==> config.mk <==
export PLATFORM = sky130hd
export DESIGN_NAME = operand_resolver
export DESIGN_NICKNAME = d
export VERILOG_FILES = /design/src/rtl/ar_pkg.sv /design/src/rtl/ar_addr_calc.sv /design/src/rtl/ar_seq.sv /design/src/rtl/ar_result.sv /design/src/rtl/operand_resolver.sv
export SDC_FILE = /design/constraint.sdc
export NUM_CORES = 1
export LEC_CHECK = 0
export BUFFER_PORTS_ARGS = -buffer_cell sky130_fd_sc_hd__clkbuf_2
export CAP_MARGIN = 40
export CORE_UTILIZATION = 53
export DETAILED_ROUTE_END_ITERATION = 10
export GPL_TIMING_DRIVEN = 0
export PLACE_DENSITY = 0.9
export SLEW_MARGIN = 20
export SYNTH_ARGS = -nofsm -noshare
export SYNTH_HDL_FRONTEND = slang
export SYNTH_SLANG_ARGS = --single-unit
==> constraint.sdc <==
create_clock -name clk -period 3.42 [get_ports clk]
set_clock_uncertainty 0.15 [all_clocks]
set_input_delay 0.684 -clock clk [delete_from_list [all_inputs] [get_ports clk]]
set_output_delay 0.684 -clock clk [all_outputs]
set_load 0.02 [all_outputs]
==> src/rtl/ar_pkg.sv <==
`timescale 1ns/1ps
// Shared definitions for the operand resolver: mode codes, sequencer
// states and small helpers used by both the sequencer and the top.
package ar_pkg;

    localparam logic [2:0] MODE_IMM = 3'b000;
    localparam logic [2:0] MODE_DIR = 3'b001;
    localparam logic [2:0] MODE_IND = 3'b010;
    localparam logic [2:0] MODE_IDX = 3'b011;
    localparam logic [2:0] MODE_REL = 3'b100;

    typedef enum logic [1:0] {
        ST_IDLE = 2'd0,
        ST_RD1  = 2'd1,
        ST_RD2  = 2'd2,
        ST_FIN  = 2'd3
    } seq_state_t;

    // True for the modes that must touch memory at least once.
    function automatic logic mode_reads(input logic [2:0] m);
        return (m == MODE_DIR) || (m == MODE_IND) || (m == MODE_IDX);
    endfunction

    // True for the five defined mode codes.
    function automatic logic mode_legal(input logic [2:0] m);
        return m <= MODE_REL;
    endfunction

endpackage

==> src/rtl/ar_addr_calc.sv <==
`timescale 1ns/1ps
// Address arithmetic for the resolver.
// Produces the first read address (operand, or operand plus index in
// indexed mode) and the relative branch target. Both sums are taken at
// AW bits so they wrap modulo 2^AW; for the relative target a plain
// AW-bit add of a two's-complement offset already gives the signed result.
// Assumes: purely combinational, inputs stable during the start cycle.
module ar_addr_calc
    import ar_pkg::*;
#(
    parameter int AW = 8
) (
    input  logic [2:0]    mode_i,
    input  logic [AW-1:0] operand_i,
    input  logic [AW-1:0] pc_i,
    input  logic [AW-1:0] idx_i,
    output logic [AW-1:0] first_addr_o,
    output logic [AW-1:0] rel_target_o
);

    logic [AW-1:0] indexed_sum;

    // Wrapping sums for indexed and relative addressing.
    always_comb begin
        indexed_sum  = operand_i + idx_i;
        rel_target_o = pc_i + operand_i;
    end

    // First memory address depends on whether the index is applied.
    always_comb begin
        first_addr_o = (mode_i == MODE_IDX) ? indexed_sum : operand_i;
    end

endmodule

==> src/rtl/ar_seq.sv <==
`timescale 1ns/1ps
// Resolution sequencer.
// Accepts a request only when idle, issues the first read in the start
// cycle itself, a second read (indirect only) in the cycle the pointer
// returns, and spends one cycle in FIN where done is high.
// Assumes: memory returns data exactly one cycle after the read strobe.
module ar_seq
    import ar_pkg::*;
#(
    parameter int AW = 8
) (
    input  logic          clk,
    input  logic          rst_n,
    input  logic          start_i,
    input  logic [2:0]    mode_i,
    input  logic [AW-1:0] first_addr_i,
    input  logic [AW-1:0] ptr_i,
    output logic          busy_o,
    output logic          rd_en_o,
    output logic          sel_ptr_o,
    output logic          ld_now_o,
    output logic          ld_mem_o,
    output logic          done_o,
    output logic [AW-1:0] work_addr_o
);

    seq_state_t    st, st_nx;
    logic [2:0]    mode_q;
    logic          accept;
    logic          is_ind_q;

    // Request acceptance and per-state control decode.
    always_comb begin
        accept    = start_i && (st == ST_IDLE);
        is_ind_q  = (mode_q == MODE_IND);
        busy_o    = (st != ST_IDLE);
        rd_en_o   = (accept && mode_reads(mode_i)) || ((st == ST_RD1) && is_ind_q);
        sel_ptr_o = (st == ST_RD1);
        ld_now_o  = accept && !mode_reads(mode_i);
        ld_mem_o  = ((st == ST_RD1) && !is_ind_q) || (st == ST_RD2);
        done_o    = (st == ST_FIN);
    end

    // Next-state selection.
    always_comb begin
        st_nx = st;
        unique case (st)
            ST_IDLE: if (accept) st_nx = mode_reads(mode_i) ? ST_RD1 : ST_FIN;
            ST_RD1:  st_nx = is_ind_q ? ST_RD2 : ST_FIN;
            ST_RD2:  st_nx = ST_FIN;
            ST_FIN:  st_nx = ST_IDLE;
            default: st_nx = ST_IDLE;
        endcase
    end

    // State, latched mode and working address registers.
    always_ff @(posedge clk) begin
        if (!rst_n) begin
            st          <= ST_IDLE;
            mode_q      <= MODE_IMM;
            work_addr_o <= '0;
        end else begin
            st <= st_nx;
            if (accept) begin
                mode_q      <= mode_i;
                work_addr_o <= first_addr_i;
            end else if ((st == ST_RD1) && is_ind_q) begin
                work_addr_o <= ptr_i;
            end
        end
    end

endmodule

==> src/rtl/ar_result.sv <==
`timescale 1ns/1ps
// Result holding registers.
// Loads address, value and illegal flag together on a single load strobe
// and otherwise holds them, so outputs change only at completion.
// Assumes: load strobe is high for at most one cycle per request.
module ar_result #(
    parameter int AW = 8,
    parameter int DW = 8
) (
    input  logic          clk,
    input  logic          rst_n,
    input  logic          ld_i,
    input  logic [AW-1:0] ea_i,
    input  logic [DW-1:0] data_i,
    input  logic          ill_i,
    output logic [AW-1:0] ea_o,
    output logic [DW-1:0] data_o,
    output logic          ill_o
);

    // Capture the resolved outcome when loaded.
    always_ff @(posedge clk) begin
        if (!rst_n) begin
            ea_o   <= '0;
            data_o <= '0;
            ill_o  <= 1'b0;
        end else if (ld_i) begin
            ea_o   <= ea_i;
            data_o <= data_i;
            ill_o  <= ill_i;
        end
    end

endmodule

==> src/rtl/operand_resolver.sv <==
`timescale 1ns/1ps
// Operand effective-address resolver (top).
// Resolves an operand in one of five addressing modes using zero, one or
// two reads of a memory with one cycle of read latency, and reports the
// result with a one-cycle done pulse.
// Assumes: DW >= AW so a read word can carry a pointer; the memory read
// address is combinational from start/mode/operand in the start cycle.
module operand_resolver
    import ar_pkg::*;
#(
    parameter int AW = 8,
    parameter int DW = 8
) (
    input  logic          clk,
    input  logic          rst_n,
    input  logic          start,
    input  logic [2:0]    mode,
    input  logic [AW-1:0] operand,
    input  logic [AW-1:0] pc,
    input  logic [AW-1:0] idx,
    output logic          mem_rd_en,
    output logic [AW-1:0] mem_addr,
    input  logic [DW-1:0] mem_rdata,
    output logic          done,
    output logic          illegal,
    output logic [AW-1:0] eff_addr,
    output logic [DW-1:0] data_out
);

    logic [AW-1:0] first_addr;
    logic [AW-1:0] rel_target;
    logic [AW-1:0] ptr;
    logic [AW-1:0] work_addr;
    logic          busy;
    logic          sel_ptr;
    logic          ld_now;
    logic          ld_mem;
    logic          ld;
    logic [AW-1:0] ea_nx;
    logic [DW-1:0] data_nx;
    logic          ill_nx;

    ar_addr_calc #(.AW(AW)) u_calc (
        .mode_i       (mode),
        .operand_i    (operand),
        .pc_i         (pc),
        .idx_i        (idx),
        .first_addr_o (first_addr),
        .rel_target_o (rel_target)
    );

    ar_seq #(.AW(AW)) u_seq (
        .clk          (clk),
        .rst_n        (rst_n),
        .start_i      (start),
        .mode_i       (mode),
        .first_addr_i (first_addr),
        .ptr_i        (ptr),
        .busy_o       (busy),
        .rd_en_o      (mem_rd_en),
        .sel_ptr_o    (sel_ptr),
        .ld_now_o     (ld_now),
        .ld_mem_o     (ld_mem),
        .done_o       (done),
        .work_addr_o  (work_addr)
    );

    // Pointer bits of the read word and the memory address mux.
    always_comb begin
        ptr      = mem_rdata[AW-1:0];
        mem_addr = sel_ptr ? ptr : first_addr;
    end

    // Outcome to be loaded: immediate forms at accept, memory forms on return.
    always_comb begin
        ld      = ld_now || ld_mem;
        ea_nx   = work_addr;
        data_nx = mem_rdata;
        ill_nx  = 1'b0;
        if (ld_now) begin
            if (mode == MODE_IMM) begin
                ea_nx   = operand;
                data_nx = DW'(operand);
            end else if (mode == MODE_REL) begin
                ea_nx   = rel_target;
                data_nx = DW'(rel_target);
            end else begin
                ea_nx   = '0;
                data_nx = '0;
                ill_nx  = !mode_legal(mode);
            end
        end
    end

    ar_result #(.AW(AW), .DW(DW)) u_res (
        .clk    (clk),
        .rst_n  (rst_n),
        .ld_i   (ld),
        .ea_i   (ea_nx),
        .data_i (data_nx),
        .ill_i  (ill_nx),
        .ea_o   (eff_addr),
        .data_o (data_out),
        .ill_o  (illegal)
    );

endmodule

==> flow_summary_export.csv, run 1 <==
group,metric,value,unit
detailed_routing,post-route-drc-count,0,
yosys,netlist_area,0.00235,mm2
grt,grt_max_degree,11,
placement,pre_cts_slack,-0.0914,ns
detailed_routing,wl_met2,3110,um
setup_path,arrival,2.58,ns
setup_path,crit_type,"in2out",
timing,finalHoldViolCount,0,
timing,rsz0062_at_grt,"yes",
setup_path,end_kind,"output port",
layout,area_delta_synth_final,23.8,%
setup_path,path_max_fanout,4,
clocking,cts_root_buf,"clkbuf_8",
grt,grt_pass1_wl,10100,um
timing,slew_violations,0,
yosys,synth_fa_ha_area_share,11.8,%
pwr,irDropWorstVdd,0.255,mV
timing,worstMarginPinSlew,0.678,ns
layout,final_cell_mix,"60 x clkbuf_2, 55 x nand2_1, 30 x dfxtp_1",
clocking,htreeDepth,2,
layout,drive_gt1_share,28.8,%
timing,setup_viol,0,
die,die_y,68.6,um
setup_path,slowest_stage,"a211o_1",
layout,diodes,0,
detailed_routing,final_antenna_net_count,0,
die,die_x,68.6,um
die,rows,23,
setup_path,startpoint_type,"primary input",
timing,period_share,99.8,%
yosys,synth_edf_count,0,
detailed_routing,dr.pass1.iters,4,
yosys,synth_xor_area_share,1.49,%
grt,antenna_found_initial,0,
clocking,cts_tree,"done",
yosys,ys_warn_count,0,
clocking,cts_hold_buf,0,
timing,worst_slack,0.00827,ns
detailed_routing,viasPerCell,5.92,
die,initial_core_util,57.1,%
yosys,syn_avg_cell_area,7.85,um2
clocking,insertion_delay,0.28,ns
setup_path,critPathMaxStageDelay,0.32,ns
status,status,"completed",
yosys,synth_nets,358,
detailed_routing,met3_wirelength,535,um
detailed_routing,totalWireLength,6640,um
yosys,synth_ff_type,"dfxtp_1",
clocking,cts_made_buffers,5,
grt,grt_overflow_total,0,
yosys,yosys.area.top_type,"dfxtp_1",
die,core,0.00412,mm2
grt,grt_usage,28.9,%
yosys,ys_seq_area_share,25.6,%
setup_path,crit_chain,"clkbuf_2, ha_4, nor2b_2, o31a_1, o21a_1, nor3_2, nor4b_2, a211o_1, buf_6",
placement,gp_congestion,0.890,
detailed_routing,maxUsedRoutingLayer,"met4",
timing,fmax,293,MHz
timing,finalSetupTns,0,ns
yosys,postSynth.asyncResetShare,0,%
placement,dp_hpwl,5000,um
die,floorplan.die_area,0.00470,mm2
layout,mostFrequentLayoutCell,"clkbuf_2",
yosys,syn_inst,299,
yosys,synth_top_family_by_area,"compound AO/OA/AOI/OAI gates",
die,io_pins,65,
detailed_routing,drt_iter0_drc,184,
yosys,synthMuxAreaShare,10.9,%
pwr,powerDensity,644,mW/mm2
timing,timing.slew.headroom,54.5,%
timing,min_period,3.41,ns
setup_path,required,2.59,ns
placement,port_buffers,63,
pwr,p_leak,1.30,nW
yosys,yosysUniqueCellTypes,50,
setup_path,rrSetupSlack,1.07,ns
run,cap_violations,0,
layout,nets,431,
pwr,total_power,1.87,mW
yosys,synth_area_leaders,"dfxtp_1 26%, ha_1 10%, nand2_1 8.8%",
clocking,clock_path_buffers,2,
detailed_routing,vias,2491,
layout,fin_util,70.7,%
clocking,cts.clk_slew.worst_paths,0.06,ns
yosys,yosys.area_share.simple,20.5,%
yosys,synth_top_cell_area_share,25.6,%
detailed_routing,drt-met1-wl,2760,um
grt,grt_pass1_vias,2269,
clocking,cts_sinks,30,
detailed_routing,wl_per_cell,15.8,um
hold_path,hold_path.class,"reg2reg",
yosys,synth_compound_area_share,25.6,%
yosys,synth-seq-cells,30,
logic make-up (layout without fill, tap and decap cells):
logic type | after synthesis | in the layout
flops | 30 | 30
mux | 24 | 24
simple gates | 106 | 106
buf+inv | 21 | 93
fa+ha+maj | 21 | 21
xor+xnor | 4 | 4
compound gates | 93 | 93
routing by layer:
| layer | vias to the layer above | track usage [%] |
|---|---|---|
| li1 | 1229 | - |
| met1 | 1121 | 34.6 |
| met2 | 113 | 47.5 |
| met3 | 28 | 8.39 |
| met4 | 0 | 12.8 |
| met5 | - | 0 |
power by group:
group / internal (mW) / switching [mW]
Sequential: 0.467 / 0.0643
Clock: 0.155 / 0.129
Combinational: 0.400 / 0.657
Total: 1.02 / 0.851
critical path: cells and delay by family:
kind	cells	cell delay (ns)
compound gates	3	0.86
simple gates	3	0.45
buf+inv	2	0.29
fa+ha+maj	1	0.27
sequential cells by signal (all words and copies together), names as in the netlist:
signal and flops:
u_seq.work_addr_o 8, u_res.data_o 8, u_res.ea_o 8, u_res.ill_o 1, u_seq.st 2, u_seq.mode_q 3
metrics by stage:
stage / std cells / hold WS, ns / area (um2)
CTS: 418 / 0.324 / 2820
finish: 421 / 0.320 / 2910
floorplan: 299 / 0.286 / 2350
global placement: 412 / 0.293 / 2730
detailed placement: 412 / 0.315 / 2730
global route: 421 / 0.332 / 2910
path summary, 6_finish.rpt:
path / from / end / cells after the start
setup / recovery: operand[2] / mem_addr[6] / 9
hold / removal: u_res.ill_o / u_res.ill_o / 2
setup reg to reg: u_seq.st[1] / u_res.data_o[4] / 7
hold reg to reg: u_res.ill_o / u_res.ill_o / 2
synthesized netlist by cell type, types with 2 or more instances:
| cell type | count |
|---|---|
| nand2_1 | 55 |
| dfxtp_1 | 30 |
| nor2_1 | 24 |
| o21ai_0 | 20 |
| ha_1 | 19 |
| a21oi_1 | 18 |
| a31oi_1 | 14 |
| a211oi_1 | 13 |
| mux2_2 | 13 |
| mux2i_1 | 11 |
| clkbuf_1 | 7 |
| inv_1 | 7 |
| nand3_1 | 6 |
| a21o_1 | 5 |
| nor2b_1 | 4 |
| buf_2 | 3 |
| o21ai_1 | 3 |
| o21bai_1 | 3 |
| xnor2_1 | 3 |
| a211oi_2 | 2 |
| a21oi_2 | 2 |
| a221oi_1 | 2 |
| fa_1 | 2 |
| nand2b_1 | 2 |
| nand3b_1 | 2 |
| nor3_1 | 2 |
| o21a_1 | 2 |
| o22ai_1 | 2 |
| o311ai_0 | 2 |
timing repair:
item	CTS	global route
hold endpoints to repair	0	0
endpoints found under the setup margin	2	4
buffers inserted	0	3
resized for setup	3	18
pin swaps	2	8
final cells by class:
type / instances / area (um2)
multi-input combinational: 248 / 1700
fill: 320 / 1210
buffer: 14 / 71.3
tap: 50 / 62.6
inverter: 7 / 26.3
clock buffer: 6 / 82.6
sequential: 30 / 601
timing repair buffer: 66 / 360
(Power assumes the default switching activity.)
==> run 2: changes to the inputs <==
--- a/config.mk
+++ b/config.mk
@@ -7,10 +7,10 @@
 export LEC_CHECK = 0
 export BUFFER_PORTS_ARGS = -buffer_cell sky130_fd_sc_hd__clkbuf_2
 export CAP_MARGIN = 40
-export CORE_UTILIZATION = 53
+export CORE_UTILIZATION = 40
 export DETAILED_ROUTE_END_ITERATION = 10
 export GPL_TIMING_DRIVEN = 0
-export PLACE_DENSITY = 0.9
+export PLACE_DENSITY = 0.73
 export SLEW_MARGIN = 20
 export SYNTH_ARGS = -nofsm -noshare
 export SYNTH_HDL_FRONTEND = slang
==> run 2 against run 1 <==
Effect of this change:
- the flow now finishes with violations (negative setup slack)
- routed wire length is 1.2% lower
- critical path depth is 2 higher
- count of clock-buffer cells in the layout is 1 lower
- combinational power hardly changed
- clock power is 6% lower
- utilization is 19 points lower
- maximum frequency is 0.41% lower
- cell area is 0.56% lower
- total power is 2.4% lower
- largest power group unchanged
==> flow_summary_export.csv, run 2 (synthesis results as in run 1) <==
group,metric,value,unit
timing,slew_violations,0,
pwr,p_leak,1.29,nW
die,die_y,78.6,um
grt,grt_usage,21.5,%
setup_path,rrSetupSlack,1.09,ns
detailed_routing,final_antenna_net_count,0,
timing,rsz0062_at_grt,"yes",
pwr,powerDensity,632,mW/mm2
clocking,cts_made_buffers,5,
die,floorplan.die_area,0.00618,mm2
timing,setup_viol,1,
clocking,cts_tree,"done",
setup_path,crit_type,"in2out",
layout,finalInstanceArea,0.00289,mm2
die,io_pins,65,
timing,fmax,292,MHz
placement,dp_hpwl,5080,um
hold_path,hold_start,"u_seq.mode_q[0]",
layout,area_delta_synth_final,23.1,%
status,status,"finished with violations",
placement,port_buffers,63,
layout,final_cell_mix,"61 x clkbuf_2, 55 x nand2_1, 30 x dfxtp_1",
hold_path,whs_path_depth,2,
setup_path,end_kind,"output port",
setup_path,startpoint_type,"primary input",
grt,grt_pass1_wl,10400,um
timing,min_period,3.43,ns
detailed_routing,maxUsedRoutingLayer,"met4",
grt,grt_overflow_total,0,
detailed_routing,dr.pass1.iters,4,
timing,timing.slew.headroom,58.3,%
detailed_routing,wl_per_cell,14.8,um
detailed_routing,post-route-drc-count,0,
layout,fin_util,51.9,%
layout,reg_top3,"u_res.data_o x8, u_res.ea_o x8, u_seq.work_addr_o x8",
detailed_routing,totalWireLength,6560,um
timing,finalSetupTns,-0.00595,ns
setup_path,path_max_fanout,4,
run,cap_violations,0,
pwr,total_power,1.83,mW
setup_path,required,2.59,ns
timing,finalHoldViolCount,0,
layout,diodes,0,
die,core,0.00557,mm2
setup_path,r2r_cells,7,
timing,worst_slack,-0.00595,ns
detailed_routing,drt_iter0_drc,148,
clocking,clock_path_buffers,2,
detailed_routing,viasPerCell,5.47,
clocking,insertion_delay,0.29,ns
grt,antenna_found_initial,0,
clocking,cts_root_buf,"clkbuf_8",
status,violations,"negative setup slack",
die,initial_core_util,42.1,%
pwr,irDropWorstVdd,0.299,mV
hold_path,hold_path.class,"reg2reg",
detailed_routing,vias,2423,
die,die_x,78.6,um
layout,drive_gt1_share,28.3,%
clocking,cts_sinks,30,
clocking,cts_hold_buf,0,
grt,grt_max_degree,11,
hold_path,holdPathEnd,"u_seq.mode_q[0]",
placement,gp_congestion,0.875,
detailed_routing,met3_wirelength,361,um
clocking,htreeDepth,2,
detailed_routing,drt-met1-wl,2970,um
setup_path,reg2reg_to,"u_res.data_o[3]",
clocking,cts.clk_slew.worst_paths,0.06,ns
setup_path,rr_startpoint,"u_seq.st[0]",
detailed_routing,wl_met2,3050,um
setup_path,arrival,2.59,ns
layout,mostFrequentLayoutCell,"clkbuf_2",
layout,nets,430,
grt,grt_pass1_vias,2170,
placement,post_dp_cell_area,0.00275,mm2
timing,period_share,100,%
die,rows,27,
timing,worstMarginPinSlew,0.621,ns
run 2: per-layer routing:
| metal | vias to the layer above | global-route usage (%) |
|---|---|---|
| met1 | 1097 | 28.7 |
| met4 | 0 | 8.89 |
| met3 | 15 | 3.14 |
| li1 | 1227 | - |
| met5 | - | 0 |
| met2 | 84 | 34.3 |
run 2: worst max-delay path, stage by stage:
cell	delay [ns]
clkbuf_4	0.15
ha_4	0.15
inv_1	0.05
fa_2	0.36
nor2b_2	0.14
o31a_1	0.16
o21a_1	0.18
o21ai_0	0.10
nor4b_2	0.17
a211o_1	0.28
buf_2	0.16
run 2: timing repair:
item | in CTS | in global routing
pin swaps | 3 | 2
resized for setup | 3 | 8
endpoints found under the setup margin | 2 | 4
buffers inserted | 1 | 1
run 2: where the power goes:
part	internal (mW)	switching [mW]	leakage (nW)	total [mW]
clock network	0.136	0.132	0.0438	0.268
logic	0.388	0.638	1.00	1.03
registers	0.467	0.0658	0.247	0.532
run 2: worst max path at each step:
| stage | slack, ns | endpoint | start |
|---|---|---|---|
| 6_report | -0.006 | mem_addr[6] | operand[0] |
| 5_1_grt | -0.18 | mem_addr[6] | operand[0] |
| 4_1_cts | -0.04 | mem_addr[6] | operand[0] |
| 3_5_place_dp | -0.07 | mem_addr[6] | operand[0] |
| 2_1_floorplan | 0.34 | mem_addr[6] | operand[0] |
| 3_3_place_gp | -0.09 | mem_addr[6] | operand[0] |
run 2: final cells by class:
class / instances / area (um2)
plain buffers: 14 / 71.3
clock buffers: 5 / 68.8
clock inverters: 2 / 10.0
fillers: 554 / 2680
inverters: 7 / 26.3
multi-input cells: 248 / 1690
flip-flops and latches: 30 / 601
well taps: 72 / 90.1
repair buffers: 65 / 333
run 2: per-stage QoR:
stage               std cells  worst slack [ns]  hold slack (ns)
finish                    443          -0.00595            0.305
global route              443            -0.175            0.324
CTS                       442           -0.0388            0.304
detailed placement        434           -0.0741            0.296
global placement          434           -0.0910            0.292
floorplan                 299             0.340            0.286
==> run 3: changes to the inputs <==
--- a/config.mk
+++ b/config.mk
@@ -5,12 +5,13 @@
 export SDC_FILE = /design/constraint.sdc
 export NUM_CORES = 1
 export LEC_CHECK = 0
-export BUFFER_PORTS_ARGS = -buffer_cell sky130_fd_sc_hd__clkbuf_2
 export CAP_MARGIN = 40
+export CORE_MARGIN = 5
 export CORE_UTILIZATION = 40
 export DETAILED_ROUTE_END_ITERATION = 10
+export DONT_BUFFER_PORTS = 1
 export GPL_TIMING_DRIVEN = 0
-export PLACE_DENSITY = 0.73
+export PLACE_DENSITY = 0.63
 export SLEW_MARGIN = 20
 export SYNTH_ARGS = -nofsm -noshare
 export SYNTH_HDL_FRONTEND = slang
==> run 3 against run 2 <==
Effect of this change:
- the flow now finishes without violations
- total power shrank 6.7%
- count of clock-buffer cells in the layout grew 1
- non-clock buffer count shrank 65
==> flow_summary_export.csv, run 3 (synthesis results as in run 1) <==
group,metric,value,unit
clocking,htreeDepth,2,
pwr,irDropWorstVdd,0.210,mV
pwr,clock_power_share,16.3,%
placement,dp_cells,374,
timing,timing.slew.headroom,55.6,%
pwr,total_power,1.70,mW
setup_path,end_kind,"output port",
clocking,cts_sinks,30,
detailed_routing,vias,2127,
setup_path,rrSetupSlack,1.10,ns
pwr,seq_power_share,36.8,%
clocking,cts_root_buf,"clkbuf_8",
layout,mostFrequentLayoutCell,"nand2_1",
layout,final_cell_mix,"55 x nand2_1, 30 x dfxtp_1, 24 x nor2_1",
pwr,p_comb_share,46.8,%
grt,grt_pass1_vias,2073,
clocking,cts_hold_buf,0,
placement,dp_hpwl,5410,um
clocking,insertion_delay,0.28,ns
setup_path,crit_type,"in2out",
placement,post_dp_cell_area,0.00244,mm2
placement,port_buffers,0,
layout,reg_top3,"u_res.data_o x8, u_res.ea_o x8, u_seq.work_addr_o x8",
timing,setup_viol,0,
die,rows,28,
timing,hold_ws,0.306,ns
clocking,cts.clk_slew.worst_paths,0.06,ns
status,status,"completed",
grt,grt_overflow_total,0,
layout,diodes,0,
hold_path,holdPathEnd,"u_seq.mode_q[0]",
hold_path,hold_path.class,"reg2reg",
layout,drive_gt1_share,11.1,%
clocking,cts_tree,"done",
hold_path,hold_start,"u_seq.mode_q[0]",
detailed_routing,final_antenna_net_count,0,
setup_path,arrival,2.44,ns
pwr,internal_power,0.926,mW
timing,slew_violations,0,
detailed_routing,totalWireLength,6590,um
hold_path,whs_path_depth,2,
timing,min_period,3.27,ns
die,core,0.00582,mm2
pwr,p_sw,0.779,mW
run,cap_violations,0,
grt,grt_usage,17.9,%
die,die_x,86.6,um
grt,antenna_found_initial,0,
clocking,cts_made_buffers,5,
timing,worstMarginPinSlew,0.662,ns
detailed_routing,drt_iter0_drc,103,
grt,grt_max_degree,11,
pwr,p_sw_share,45.7,%
setup_path,startpoint_type,"primary input",
grt,grt_pass1_wl,10600,um
setup_path,required,2.59,ns
layout,area_delta_synth_final,7.94,%
timing,finalHoldViolCount,0,
placement,gp_congestion,0.880,
die,initial_core_util,40.4,%
detailed_routing,dr.pass1.iters,4,
detailed_routing,wl_per_cell,17.4,um
detailed_routing,viasPerCell,5.60,
timing,period_share,95.7,%
clocking,clock_path_buffers,2,
detailed_routing,post-route-drc-count,0,
timing,finalSetupTns,0,ns
layout,nets,365,
pwr,powerDensity,672,mW/mm2
setup_path,reg2reg_to,"u_res.ea_o[2]",
die,floorplan.die_area,0.00750,mm2
setup_path,path_max_fanout,4,
clocking,postCtsSetupBuffers,0,
layout,layout.cells.non_filler,380,
die,io_pins,65,
setup_path,r2r_cells,7,
timing,fmax,306,MHz
layout,finalInstanceArea,0.00253,mm2
setup_path,rr_startpoint,"u_seq.st[1]",
clocking,cts-resized-gates,0,
pwr,p_leak,1.01,nW
die,die_y,86.6,um
timing,rsz0062_at_grt,"no",
==> run 3: routing by layer <==
layer	vias to the layer above	GRT usage, %	share of wire (%)
li1	1097	-	-
met1	962	23.3	46
met2	57	28.9	45
met3	11	3.90	6.1
met4	0	6.52	2.2
met5	-	0	0
==> run 3: how the worst max path moves through the flow <==
stage	from	end	slack [ns]	cells after the start
finish	operand[0]	mem_addr[6]	0.15	9
global route	operand[0]	mem_addr[6]	0.03	9
CTS	operand[1]	mem_addr[7]	0.08	6
detailed placement	operand[1]	mem_addr[7]	0.08	6
global placement	operand[1]	mem_addr[7]	0.07	6
floorplan	operand[0]	mem_addr[6]	0.34	9
==> run 3: layout make-up <==
type,count,area [um2]
multi-input cells,248,1660
well taps,75,93.8
fillers,624,3280
clock buffers,6,82.6
flip-flops and latches,30,601
inverters,7,26.3
plain buffers,14,71.3
==> run 3: per-stage QoR <==
stage / utilization [%] / setup slack, ns
after global placement: 42.0 / 0.0735
after global routing: 43.6 / 0.0288
final: 43.6 / 0.148
after detailed placement: 42.0 / 0.0754
after floorplan: - / 0.340
after CTS: 43.4 / 0.0781
==> run 3: power groups by stage <==
| stage | clock (mW) | combinational (mW) | sequential, mW |
|---|---|---|---|
| final | 0.278 | 0.798 | 0.628 |
| after global routing | 0.301 | 0.888 | 0.643 |
| after CTS | 0.282 | 0.793 | 0.630 |
| after detailed placement | 0 | 0.789 | 0.638 |
| after global placement | 0 | 0.778 | 0.635 |
| after floorplan | 0 | 0.643 | 0.609 |
==> run 3: worst max-delay path, stage by stage <==
cell and delay, ns:
ha_1 0.19, inv_1 0.07, fa_1 0.40, nor2b_1 0.17, o31a_1 0.17, o21a_1 0.18, o21ai_0 0.09, nor4b_2 0.16
a211o_1 0.33
